File: config.mk
export PLATFORM = sky130hd
export DESIGN_NAME = rxdma_rx_timeout
export DESIGN_NICKNAME = d
export VERILOG_FILES = /design/src/rtl/rxdma_pkg.sv /design/src/rtl/rxdma_idle_timer.sv /design/src/rtl/rxdma_ovr_detect.sv /design/src/rtl/rxdma_csr.sv /design/src/rtl/rxdma_rx_timeout.sv
export SDC_FILE = /design/constraint.sdc
export NUM_CORES = 1
export LEC_CHECK = 0
export BUFFER_PORTS_ARGS = -buffer_cell sky130_fd_sc_hd__buf_4
export CORE_MARGIN = 4
export CORE_UTILIZATION = 29
export DETAILED_ROUTE_END_ITERATION = 12
export PLACE_DENSITY = 0.6
export SKIP_CTS_REPAIR_TIMING = 1
export SYNTH_ARGS = -nofsm -noshare
export SYNTH_HDL_FRONTEND = slang
export SYNTH_HIERARCHICAL = 1
export SYNTH_SLANG_ARGS = --single-unit
export TNS_END_PERCENT = 30
File: constraint.sdc
create_clock -name clk -period 2.2 [get_ports clk]
set_clock_uncertainty 0.15 [all_clocks]
set_input_delay 0.44 -clock clk [delete_from_list [all_inputs] [get_ports clk]]
set_output_delay 0.44 -clock clk [all_outputs]
set_load 0.03 [all_outputs]
File: src/rtl/rxdma_pkg.sv
package rxdma_pkg;
  localparam int CSR_W   = 8;
  localparam int TV_W    = 5;
  localparam int BIT_TEN = 7;
  localparam int TV_LSB  = 2;
  localparam int BIT_TMO = 1;
  localparam int BIT_OVR = 0;
endpackage

File: src/rtl/rxdma_idle_timer.sv
module rxdma_idle_timer #(
  parameter int TV_W = rxdma_pkg::TV_W
) (
  input  logic            clk,
  input  logic            rst,
  input  logic            ten,
  input  logic [TV_W-1:0] tval,
  input  logic            chan_en,
  input  logic            byte_xfer,
  input  logic            sof_tick,
  input  logic            other_term,
  output logic            tmo_evt
);
  localparam logic [TV_W-1:0] ONE = TV_W'(1);

  logic [TV_W-1:0] cnt_q;
  logic            seen_byte_q;
  logic            armed;
  logic            take_byte;

  assign take_byte = byte_xfer & chan_en;
  assign armed     = ten & chan_en & seen_byte_q;
  // value 0 and value 1 both expire on the first tick
  assign tmo_evt   = armed & sof_tick & ~take_byte & (cnt_q <= ONE);

  always_ff @(posedge clk) begin
    if (rst) begin
      cnt_q       <= '0;
      seen_byte_q <= 1'b0;
    end else if (!chan_en) begin
      seen_byte_q <= 1'b0;
    end else if (take_byte) begin
      cnt_q       <= tval;
      seen_byte_q <= 1'b1;
    end else if (tmo_evt || other_term) begin
      seen_byte_q <= 1'b0;
    end else if (armed && sof_tick) begin
      cnt_q <= cnt_q - ONE;
    end
  end
endmodule

File: src/rtl/rxdma_ovr_detect.sv
module rxdma_ovr_detect (
  input  logic clk,
  input  logic rst,
  input  logic chan_en,
  input  logic bufx_full,
  input  logic bufy_full,
  input  logic fifo_full,
  output logic ovr_evt
);
  logic all_full;
  logic all_full_q;

  assign all_full = bufx_full & bufy_full & fifo_full;
  assign ovr_evt  = chan_en & all_full & ~all_full_q;

  always_ff @(posedge clk) begin
    if (rst) all_full_q <= 1'b0;
    else     all_full_q <= all_full;
  end
endmodule

File: src/rtl/rxdma_csr.sv
module rxdma_csr
  import rxdma_pkg::*;
(
  input  logic             clk,
  input  logic             rst,
  input  logic             reg_wr,
  input  logic [CSR_W-1:0] reg_wdata,
  input  logic             ien,
  input  logic             en_wr,
  input  logic             en_wdata,
  input  logic             tmo_evt,
  input  logic             ovr_evt,
  input  logic             err_evt,
  output logic             ten,
  output logic [TV_W-1:0]  tval,
  output logic             flag_tmo,
  output logic             flag_ovr,
  output logic             chan_en,
  output logic             irq_pulse,
  output logic             halt_pulse
);
  logic flag_evt;
  logic clr_tmo;
  logic clr_ovr;

  // overrun reports as timeout plus overrun
  assign flag_evt = tmo_evt | ovr_evt;
  assign clr_tmo  = reg_wr & reg_wdata[BIT_TMO];
  assign clr_ovr  = reg_wr & reg_wdata[BIT_OVR];

  always_ff @(posedge clk) begin
    if (rst) begin
      ten        <= 1'b0;
      tval       <= '0;
      flag_tmo   <= 1'b0;
      flag_ovr   <= 1'b0;
      chan_en    <= 1'b0;
      irq_pulse  <= 1'b0;
      halt_pulse <= 1'b0;
    end else begin
      if (reg_wr) begin
        ten  <= reg_wdata[BIT_TEN];
        tval <= reg_wdata[TV_LSB +: TV_W];
      end
      flag_tmo <= flag_evt | (flag_tmo & ~clr_tmo);
      flag_ovr <= ovr_evt  | (flag_ovr & ~clr_ovr);
      if (ien && flag_evt) chan_en <= 1'b0;
      else if (en_wr)      chan_en <= en_wdata;
      irq_pulse  <= ien & flag_evt;
      halt_pulse <= flag_evt | err_evt;
    end
  end
endmodule

File: src/rtl/rxdma_rx_timeout.sv
module rxdma_rx_timeout
  import rxdma_pkg::*;
(
  input  logic             clk,
  input  logic             rst,
  input  logic             reg_wr,
  input  logic [CSR_W-1:0] reg_wdata,
  output logic [CSR_W-1:0] reg_rdata,
  input  logic             ien,
  input  logic             en_wr,
  input  logic             en_wdata,
  output logic             chan_en,
  input  logic             byte_xfer,
  input  logic             sof_tick,
  input  logic             bufx_full,
  input  logic             bufy_full,
  input  logic             fifo_full,
  input  logic             uart_err,
  output logic             irq_pulse,
  output logic             halt_pulse
);
  logic            ten;
  logic [TV_W-1:0] tval;
  logic            flag_tmo;
  logic            flag_ovr;
  logic            tmo_evt;
  logic            ovr_evt;
  logic            err_evt;

  assign err_evt = uart_err & chan_en;

  rxdma_idle_timer #(.TV_W(TV_W)) timer_i (
    .clk        (clk),
    .rst        (rst),
    .ten        (ten),
    .tval       (tval),
    .chan_en    (chan_en),
    .byte_xfer  (byte_xfer),
    .sof_tick   (sof_tick),
    .other_term (ovr_evt | err_evt),
    .tmo_evt    (tmo_evt)
  );

  rxdma_ovr_detect ovr_i (
    .clk       (clk),
    .rst       (rst),
    .chan_en   (chan_en),
    .bufx_full (bufx_full),
    .bufy_full (bufy_full),
    .fifo_full (fifo_full),
    .ovr_evt   (ovr_evt)
  );

  rxdma_csr csr_i (
    .clk        (clk),
    .rst        (rst),
    .reg_wr     (reg_wr),
    .reg_wdata  (reg_wdata),
    .ien        (ien),
    .en_wr      (en_wr),
    .en_wdata   (en_wdata),
    .tmo_evt    (tmo_evt),
    .ovr_evt    (ovr_evt),
    .err_evt    (err_evt),
    .ten        (ten),
    .tval       (tval),
    .flag_tmo   (flag_tmo),
    .flag_ovr   (flag_ovr),
    .chan_en    (chan_en),
    .irq_pulse  (irq_pulse),
    .halt_pulse (halt_pulse)
  );

  always_comb begin
    reg_rdata                      = '0;
    reg_rdata[BIT_TEN]             = ten;
    reg_rdata[TV_LSB +: TV_W]      = tval;
    reg_rdata[BIT_TMO]             = flag_tmo;
    reg_rdata[BIT_OVR]             = flag_ovr;
  end
endmodule

**Word level (Yosys, flattened, before mapping)**

Index checks and enable logic that the tools add are counted.

- Flip-flop bits (word level): 18
- Output and inout bits: 11

- Add/subtract/negate cells: 1
- Order comparisons: 1
- Equal/unequal tests: 1
- Muxes and demuxes: 5
- Bitwise operators: 26
- Reduce and logical (&&, ||, !) cells: 8

Operators with widths:

| cell | number |
|---|---|
| AND 1 bit | 16 |
| 2-to-1 mux 5 bit | 3 |
| less-or-equal comparator 5 x 1 -> 1 bit (second input constant) | 1 |
| inverter 1 bit | 5 |
| OR 1 bit | 5 |
| subtractor 5 x 1 -> 5 bit (second input constant) | 1 |
| nonzero test 2 bit | 2 |
| OR reduction 2 bit | 2 |
| AND reduction 3 bit | 1 |
| logical AND 1 bit | 2 |
| 2-to-1 mux 1 bit | 2 |
| != test 2 x 1 -> 1 bit (second input constant) | 1 |
| logical OR 1 bit | 1 |

**Longest topological paths before layout**

Gate-level depths: netlist of run 1.

- Depth after elaboration: 8
- Mapped depth: 7
- Gate-level depth less buffers: 7

**By module**

The synthesis of run 1 kept the hierarchy.

Modules (own cells, without submodules):

| module | instances | cells each | area each (um^2) | seq. area each (um^2) |
|---|---|---|---|---|
| rxdma_idle_timer | 1 | 45 | 420.4 | 120.1 |
| rxdma_csr | 1 | 36 | 396.6 | 220.2 |
| rxdma_ovr_detect | 1 | 4 | 46.3 | 20.0 |
| rxdma_rx_timeout | 1 | 5 | 36.3 | 0.0 |

**Least setup slack after synthesis of run 1**

OpenSTA, ideal clock, no wires.

- Path kind: register -> register
- Start: reg csr_i.chan_en
- End: reg timer_i.cnt_q[4]
- Setup time: 91 ps
- Data arrival time: 1615 ps
- Required time: 1959 ps
- Setup slack: 344 ps
- Stages on the path, launching flop included: 6
- Buffers on the path: 0
- Period minus slack after synthesis: 1856 ps
- Path through: dfxtp_1 > nor3b_2 > a21o_1 > a2111oi_4 > a21bo_1 > a311oi_1

- Elaborated cells on any way between the ends: 17
- Those cells by class: eq/ne (1); mux (1); bitwise (11); reduce/logical (4)

RTL lines:

| element | RTL line | text |
|---|---|---|
| from (decl) | rxdma_csr.sv:18 | `output logic chan_en,` |
| from (signal assigned) | rxdma_csr.sv:48 | `else if (en_wr) chan_en <= en_wdata;` |
| AND 1 bit (2 in series) | rxdma_ovr_detect.sv:14 | `assign ovr_evt = chan_en & all_full & ~all_full_q;` |
| net ovr_evt | rxdma_rx_timeout.sv:27 | `logic ovr_evt;` |
| OR 1 bit | rxdma_rx_timeout.sv:40 | `.other_term (ovr_evt \| err_evt),` |
| logical OR 1 bit | rxdma_idle_timer.sv:35 | `end else if (tmo_evt \|\| other_term) begin` |
| != test 2 x 1 -> 1 bit (no source line) | n/a |  |
| AND reduction 3 bit (no source line) | n/a |  |
| to (signal assigned) | rxdma_idle_timer.sv:33 | `cnt_q <= tval;` |
| to (signal assigned) | rxdma_idle_timer.sv:38 | `cnt_q <= cnt_q - ONE;` |
| to (decl) | rxdma_idle_timer.sv:16 | `logic [TV_W-1:0] cnt_q;` |

The timed path passes the listed nets, and every way through them passes these cells.
A chain may end at the register's enable or synchronous reset.

**Final worst setup path of run 1**

- Start: reg timer_i.cnt_q[1]
- End: reg timer_i.cnt_q[4]

- Cells in the longest elaborated chain, start to end: 5
- Elaborated cells on any way between the ends: 9
- Those cells by class: add/sub (1); order compare (1); eq/ne (1); mux (3); bitwise (1); reduce/logical (2)

Ends and longest elaborated chain:

| element | RTL line | text |
|---|---|---|
| less-or-equal comparator 5 x 1 -> 1 bit | rxdma_idle_timer.sv:24 | `assign tmo_evt = armed & sof_tick & ~take_byte & (cnt_q <= ONE);` |
| AND 1 bit | rxdma_idle_timer.sv:24 |  |
| logical OR 1 bit | rxdma_idle_timer.sv:35 |  |
| != test 2 x 1 -> 1 bit (no source line) | n/a |  |
| AND reduction 3 bit (no source line) | n/a |  |

Parallel ways exist; a longest one is shown, timed or not. The select of a mux whose other input is x is not followed.

==> impl_metrics.yaml, run 1 <==
run_status:
  outcome: "complete, no violations"
synth:
  ys_warn_count: 6
  post_synth_top_cells: "18 x sky130_fd_sc_hd__dfxtp_1, 15 x sky130_fd_sc_hd__nor2_1, 7 x sky130_fd_sc_hd__mux2i_1, 5 x sky130_fd_sc_hd__inv_1"
  synth_top_area_cell: "sky130_fd_sc_hd__dfxtp_1"
  ys_seq_elements: 18
  ys_async_sr_fraction_pct: 0
  post-synth-top-area-fraction_pct: 40.06
  synth.distinct_cells: 38
  ys_top_cells_by_area: "sky130_fd_sc_hd__dfxtp_1 40%, sky130_fd_sc_hd__mux2i_1 7.8%, sky130_fd_sc_hd__nor2_1 6.3%"
  synthMostInstantiatedCell: "sky130_fd_sc_hd__dfxtp_1"
  synth_ff_type: "sky130_fd_sc_hd__dfxtp_1"
  synth.yosys.seq_area_share_pct: 40.06
  post_synth_instance_area_um2: 899.6
  number_of_synthesized_flops_with_an_enable_pin: 0
  syn_avg_cell_area_um2: 9.996
  synthCells: 90
  syn-num-nets: 112
sta:
  number_of_endpoints_with_negative_hold_slack_in_the_final_report: 0
  setup-tns-final_ns: 0
  final_period_minus_worst_setup_slack_ns: 1.952
  rsz0062_at_grt: "no"
  hold_slack_ns: 0.2252
  setup_viol: 0
  worst_max_slew_margin_expressed_relative_to_the_limit_pct: 76.37
  report.final.slew_viol_count: 0
  max_clock_freq_mhz: 512.2
  fin_crit_sh_pct: 88.74
  tightest_slew_ns: 0.3538
power_and_ir_drop:
  power_density_nw_per_um2: 579.6
  power_leakage_nw: 0.5027
  max-vdd-ir-drop_v: 0.0003274
hold_path:
  whs_path_cells: 3
  timing.hold.worst.class: "in -> reg"
setup_path:
  critical_path.endpoint_type: "flip-flop"
  highest_fanout_seen_on_the_critical_path: 4
  worst_ep_required_time_ns: 2.25
  crit_path_max_incr_delay_ns: 0.43
  cell_depth_of_the_worst_flop_to_flop_path: 6
  cp_max_stage_cell: "sky130_fd_sc_hd__a2111oi_4"
  startpoint_type: "flip-flop"
  timing.critical_path.cells: "inv_1 > ha_1 > o21bai_2 > a2111oi_4 > nand3b_1 > a311oi_1"
  critPathArrivalTime_ns: 2.00
  worst-setup-path-type: "reg -> reg"
place:
  dpl_cell_area_um2: 1121
  finalWeightedCongestion: 0.7867
  place.detailed.instances: 145
  place.detailed.hpwl_mm: 1.415
  port-buffer-count: 30
layout:
  final_design_instance_area_without_fill_um2: 1157
  multi_input_comb_area_um2: 478.0
  drive_above_1_share_pct: 36.44
  num_antenna_cells: 0
  final_net_count: 141
  number_of_filler_cells_placed_in_the_layout: 290
  seq_area_um2: 360.3
  layout-area-overhead-vs-synth_pct: 28.65
  layout.core_utilization_pct: 40.57
  final-instance-count-excl-fill: 149
floorplanning:
  num_rows: 19
  initial_util_pct: 31.54
  die_width_um: 63.70
  design.die.area_um2: 4057
  die_h_um: 63.70
  core_area_um2: 2853
  io-pin-count: 31
drt:
  drt-met1-wl_um: 874
  post_route_drc_violation_count: 0
  wirelength_mm: 1.852
  post_route_ant_nets: 0
  drt_iter0_markers: 6
  routedWlPerCell_um: 12.43
  drt-pass1-iter-count: 2
  route.top_layer_used: "met4"
  post_drt_via_cell_ratio: 4.826
  met2_length_um: 885
  met3_wirelength_um: 73
  route.vias.total: 719
cts:
  clkTransAtPathRegs_ns: 0.11
  tritoncts_clock_tree: "yes"
  cts-htree-levels: 1
  clk-insertion-delay-late_ns: 0.29
  cts.root.buffer_cell: "sky130_fd_sc_hd__clkbuf_4"
  cts_sinks: 18
  cts_made_buffers: 3
  clk_buf_depth: 2
global_routing:
  grt_pass1_vias: 735
  antenna_violations_before_repair: 0
  first_pass_grt_wire_length_mm: 3.118
  globalRouteTotalUtil_pct: 9.601
  global_route.overflow_total: 0
  grt_max_degree: 21
run:
  cap_viol_max_count: 0
[path summary, 6_finish.rpt]
check | from | end | slack, ns
max | timer_i/cnt_q[1]$_SDFFE_PP0P_ | timer_i/cnt_q[4]$_SDFFE_PP0P_ | 0.25
max reg2reg | timer_i/cnt_q[1]$_SDFFE_PP0P_ | timer_i/cnt_q[4]$_SDFFE_PP0P_ | 0.25
min | reg_wdata[3] | csr_i/tval[1]$_SDFFE_PP0P_ | 0.23
min reg2reg | csr_i/tval[3]$_SDFFE_PP0P_ | timer_i/cnt_q[3]$_SDFFE_PP0P_ | 0.38
[routing by layer]
layer,track usage [%],vias to the layer above
met4,3.235,0
met2,17.21,16
met1,10.70,328
li1,-,373
met5,0,-
met3,2.842,2
[cells by family (layout without fill, tap and decap cells)]
| logic type | count (synthesis) | after routing | synth area share, % |
|---|---|---|---|
| compound gates | 16 | 16 | 18.36 |
| xor+xnor | 2 | 2 | 1.948 |
| fa+ha+maj | 2 | 2 | 2.781 |
| buf+inv | 11 | 39 | 6.814 |
| flops | 18 | 18 | 40.06 |
| mux | 7 | 7 | 7.789 |
| simple gates | 34 | 34 | 22.25 |
[registers in the layout, summed over array words and instances (netlist names)]
register             flops
csr_i/chan_en            1
csr_i/flag_ovr           1
ovr_i/all_full_q         1
timer_i/cnt_q            5
csr_i/halt_pulse         1
csr_i/ten                1
csr_i/irq_pulse          1
timer_i/seen_byte_q      1
csr_i/tval               5
csr_i/flag_tmo           1
[cells in the final DEF, fill, tap and decap left out]
cell type / synthesis / routed
sky130_fd_sc_hd__inv_1: 5 / 5
sky130_fd_sc_hd__buf_4: 3 / 30
sky130_fd_sc_hd__a21boi_0: 1 / 1
sky130_fd_sc_hd__o221ai_1: 1 / 1
sky130_fd_sc_hd__nor4_4: 1 / 1
sky130_fd_sc_hd__a211oi_1: 1 / 1
sky130_fd_sc_hd__o21bai_2: 1 / 1
sky130_fd_sc_hd__nand2_1: 1 / 1
sky130_fd_sc_hd__nor2b_1: 1 / 1
sky130_fd_sc_hd__a221oi_1: 1 / 1
sky130_fd_sc_hd__o21ba_2: 1 / 1
sky130_fd_sc_hd__nand3_2: 1 / 1
sky130_fd_sc_hd__dfxtp_1: 18 / 18
sky130_fd_sc_hd__a211oi_2: 2 / 2
sky130_fd_sc_hd__nor3_1: 3 / 3
sky130_fd_sc_hd__xnor2_1: 2 / 2
sky130_fd_sc_hd__a2111oi_4: 1 / 1
sky130_fd_sc_hd__nand4_1: 1 / 1
sky130_fd_sc_hd__nor3b_2: 1 / 1
sky130_fd_sc_hd__nor3b_1: 1 / 1
sky130_fd_sc_hd__clkbuf_4: 0 / 3
sky130_fd_sc_hd__a311oi_1: 1 / 1
sky130_fd_sc_hd__nor4_1: 1 / 1
sky130_fd_sc_hd__and4_1: 2 / 2
sky130_fd_sc_hd__mux2i_1: 7 / 7
sky130_fd_sc_hd__a31oi_1: 1 / 1
sky130_fd_sc_hd__nor2_1: 15 / 15
sky130_fd_sc_hd__clkbuf_8: 0 / 1
sky130_fd_sc_hd__nand2b_1: 1 / 1
sky130_fd_sc_hd__nand3b_1: 2 / 2
sky130_fd_sc_hd__a21o_1: 1 / 1
sky130_fd_sc_hd__nand3_1: 2 / 2
sky130_fd_sc_hd__o21a_1: 1 / 1
sky130_fd_sc_hd__a21oi_2: 1 / 1
sky130_fd_sc_hd__ha_1: 2 / 2
sky130_fd_sc_hd__and2_1: 1 / 1
sky130_fd_sc_hd__a21bo_1: 2 / 2
[through the flow]
stage | worst slack (ns) | total power [mW]
6_report | 0.2477 | 0.6708
5_1_grt | 0.1594 | 0.6981
4_1_cts | 0.2254 | 0.6789
3_5_place_dp | 0.2496 | 0.4735
3_3_place_gp | 0.3438 | 0.4720
2_1_floorplan | 0.3440 | 0.4249
[critical path, delay by kind of cell (launching register included)]
family | cells | cell delay, ns
flops | 1 | 0.41
compound gates | 3 | 0.92
buf+inv | 1 | 0.08
simple gates | 1 | 0.11
fa+ha+maj | 1 | 0.18
[area by class of cell]
| cell class | count | area share [%] |
|---|---|---|
| timing repair buffer | 30 | 19.46 |
| tap | 31 | 3.351 |
| inverter | 5 | 1.622 |
| clock buffer | 4 | 3.135 |
| multi-input combinational | 61 | 41.30 |
| sequential | 18 | 31.14 |
[where the power goes]
group / switching (mW) / total (mW) / leakage (nW) / internal [mW]
registers: 0.0142 / 0.353 / 0.147 / 0.339
clock network: 0.105 / 0.206 / 0.0210 / 0.101
logic: 0.0556 / 0.111 / 0.335 / 0.0558
total: 0.175 / 0.671 / 0.503 / 0.496
Note: power is estimated with default switching activity, not from simulation.
==> inputs of run 2 (changes only) <==
ABC_AREA = 1   (was default)
PLACE_DENSITY = 0.55   (was 0.6)
==> impl_metrics.yaml, run 2 <==
layout:
  mostFrequentLayoutCells: "31 x sky130_fd_sc_hd__buf_4, 27 x sky130_fd_sc_hd__nor2_1, 26 x sky130_fd_sc_hd__nand2_1"
  largestRegisters: "csr_i/tval (5), timer_i/cnt_q (5)"
  number_of_filler_cells_placed_in_the_layout: 302
  layout_commonest_cell: "sky130_fd_sc_hd__buf_4"
  drive_above_1_share_pct: 26.99
  num_antenna_cells: 0
  final_net_count: 186
  layout-area-overhead-vs-synth_pct: 30.92
sta:
  final_period_minus_worst_setup_slack_ns: 1.553
  fin_crit_sh_pct: 70.61
  report.final.slew_viol_count: 0
  number_of_endpoints_with_negative_hold_slack_in_the_final_report: 0
  max_clock_freq_mhz: 643.7
  rsz0062_at_grt: "no"
  setup-tns-final_ns: 0
  setup_viol: 0
  tightest_slew_ns: 0.2452
  worst_max_slew_margin_expressed_relative_to_the_limit_pct: 83.63
  hold_slack_ns: 0.2220
  setup_ws_ns: 0.6466
run_status:
  outcome: "complete, no violations"
synth:
  synth_ff_type: "sky130_fd_sc_hd__dfxtp_1"
  ys_top_cells_by_area: "sky130_fd_sc_hd__dfxtp_1 40%, sky130_fd_sc_hd__nor2_1 11%, sky130_fd_sc_hd__nand2_1 11%"
  post_synth_top_cells: "27 x sky130_fd_sc_hd__nor2_1, 26 x sky130_fd_sc_hd__nand2_1, 18 x sky130_fd_sc_hd__dfxtp_1, 17 x sky130_fd_sc_hd__inv_1, 11 x sky130_fd_sc_hd__o21ai_0"
  number_of_synthesized_flops_with_an_enable_pin: 0
  synthCells: 132
  post_synth_instance_area_um2: 898.4
  synth.yosys.seq_area_share_pct: 40.11
  ys_async_sr_fraction_pct: 0
  synth_top_area_cell: "sky130_fd_sc_hd__dfxtp_1"
  syn_avg_cell_area_um2: 6.806
  ys_warn_count: 6
  synthMostInstantiatedCell: "sky130_fd_sc_hd__nor2_1"
  synth.distinct_cells: 18
  post-synth-top-area-fraction_pct: 40.11
  syn-num-nets: 154
  ys_seq_elements: 18
place:
  place_worst_setup_slack_ns: 0.6011
  port-buffer-count: 30
  place.detailed.hpwl_mm: 1.696
  finalWeightedCongestion: 0.8525
drt:
  wirelength_mm: 2.148
  post_route_drc_violation_count: 0
  post_route_ant_nets: 0
  route.vias.total: 861
  post_drt_via_cell_ratio: 4.438
  drt-pass1-iter-count: 4
  routedWlPerCell_um: 11.07
  drt_iter0_markers: 24
setup_path:
  timing.critical_path.cells: "buf_4"
  startpoint_type: "flip-flop"
  crit_path_max_incr_delay_ns: 0.47
  cp_max_stage_cell: "sky130_fd_sc_hd__dfxtp_1"
  worst_ep_required_time_ns: 1.61
  worst-path-buf-inv: 1
  worst-setup-path-type: "reg -> out"
  path_delay_family: "flip-flops"
  cell_depth_of_the_worst_flop_to_flop_path: 8
  critical_path.endpoint_type: "output pin"
  critPathArrivalTime_ns: 0.96
  highest_fanout_seen_on_the_critical_path: 7
  crit_cells: 1
floorplanning:
  initial_util_pct: 31.49
  die_h_um: 63.66
  num_rows: 19
  core_area_um2: 2853
  design.die.area_um2: 4052
  io-pin-count: 31
  die_width_um: 63.66
run:
  cap_viol_max_count: 0
cts:
  clkTransAtPathRegs_ns: 0.10
  cts_sinks: 18
  cts-htree-levels: 1
  cts.root.buffer_cell: "sky130_fd_sc_hd__clkbuf_4"
  clk-insertion-delay-late_ns: 0.28
  tritoncts_clock_tree: "yes"
  cts_made_buffers: 3
  clk_buf_depth: 2
global_routing:
  grt_pass1_vias: 854
  grt_max_degree: 13
  first_pass_grt_wire_length_mm: 3.615
  antenna_violations_before_repair: 0
  globalRouteTotalUtil_pct: 10.75
  global_route.overflow_total: 0
power_and_ir_drop:
  power_leakage_nw: 0.5777
  max-vdd-ir-drop_v: 0.0002805
  power_density_nw_per_um2: 580.7
hold_path:
  whs_path_cells: 3
  timing.hold.worst.class: "in -> reg"
[run 2: cell families after synthesis]
family | count (synthesis) | share of synthesized area (%)
AOI/OAI and AO/OA | 20 | 11.56
adders and majority gates | 2 | 2.785
buffers and inverters | 24 | 11.70
DFF | 18 | 40.11
and+or+nand+nor | 68 | 33.84
[run 2: metal layers]
metal | up-vias | GRT usage (%) | wire length, µm
met5 | - | 0 | 0
met4 | 0 | 3.235 | 27
met3 | 2 | 1.066 | 89
met2 | 18 | 19.95 | 1085
met1 | 372 | 12.83 | 945
li1 | 469 | - | -
[run 2: report_power, final]
group / total [mW] / switching (mW) / internal (mW)
registers: 0.353 / 0.0127 / 0.340
logic: 0.129 / 0.0717 / 0.0570
clock network: 0.201 / 0.101 / 0.101
total: 0.683 / 0.185 / 0.498
[run 2: path summary, 6_finish.rpt]
kind	slack, ns	to	startpoint
setup / recovery	0.65	chan_en	csr_i/chan_en$_SDFFE_PP0P_
hold / removal	0.22	csr_i/ten$_SDFFE_PP0P_	reg_wdata[7]
setup reg to reg	0.66	timer_i/cnt_q[1]$_SDFFE_PP0P_	csr_i/chan_en$_SDFFE_PP0P_
hold reg to reg	0.33	csr_i/flag_tmo$_SDFF_PP0_	csr_i/flag_tmo$_SDFF_PP0_
[run 2: area by class of cell]
cell class / instances / area, µm² / share of cell area, %
Inverter: 20 / 75.07 / 6.383
Timing Repair Buffer: 31 / 232.7 / 19.79
Multi-Input combinational cell: 90 / 432.9 / 36.81
Clock buffer: 4 / 36.28 / 3.085
Sequential cell: 18 / 360.3 / 30.64
Tap cell: 31 / 38.79 / 3.298
[run 2: per-stage QoR]
step / power [mW] / area (µm²) / utilization (%) / cells
6_report: 0.6830 / 1176 / 41.23 / 194
3_3_place_gp: 0.4885 / 1140 / 39.96 / 190
2_1_floorplan: 0.4322 / 898.4 / - / 132
5_1_grt: 0.7286 / 1176 / 41.23 / 194
3_5_place_dp: 0.4901 / 1140 / 39.96 / 190
4_1_cts: 0.6930 / 1176 / 41.23 / 194
[run 2: worst reg2reg max path: cells and delay by family, from the launching register on]
family	cells	cell delay (ns)
AND/OR/NAND/NOR	5	0.56
flip-flops	1	0.47
AO/OA/AOI/OAI	1	0.16
buffers and inverters	2	0.14
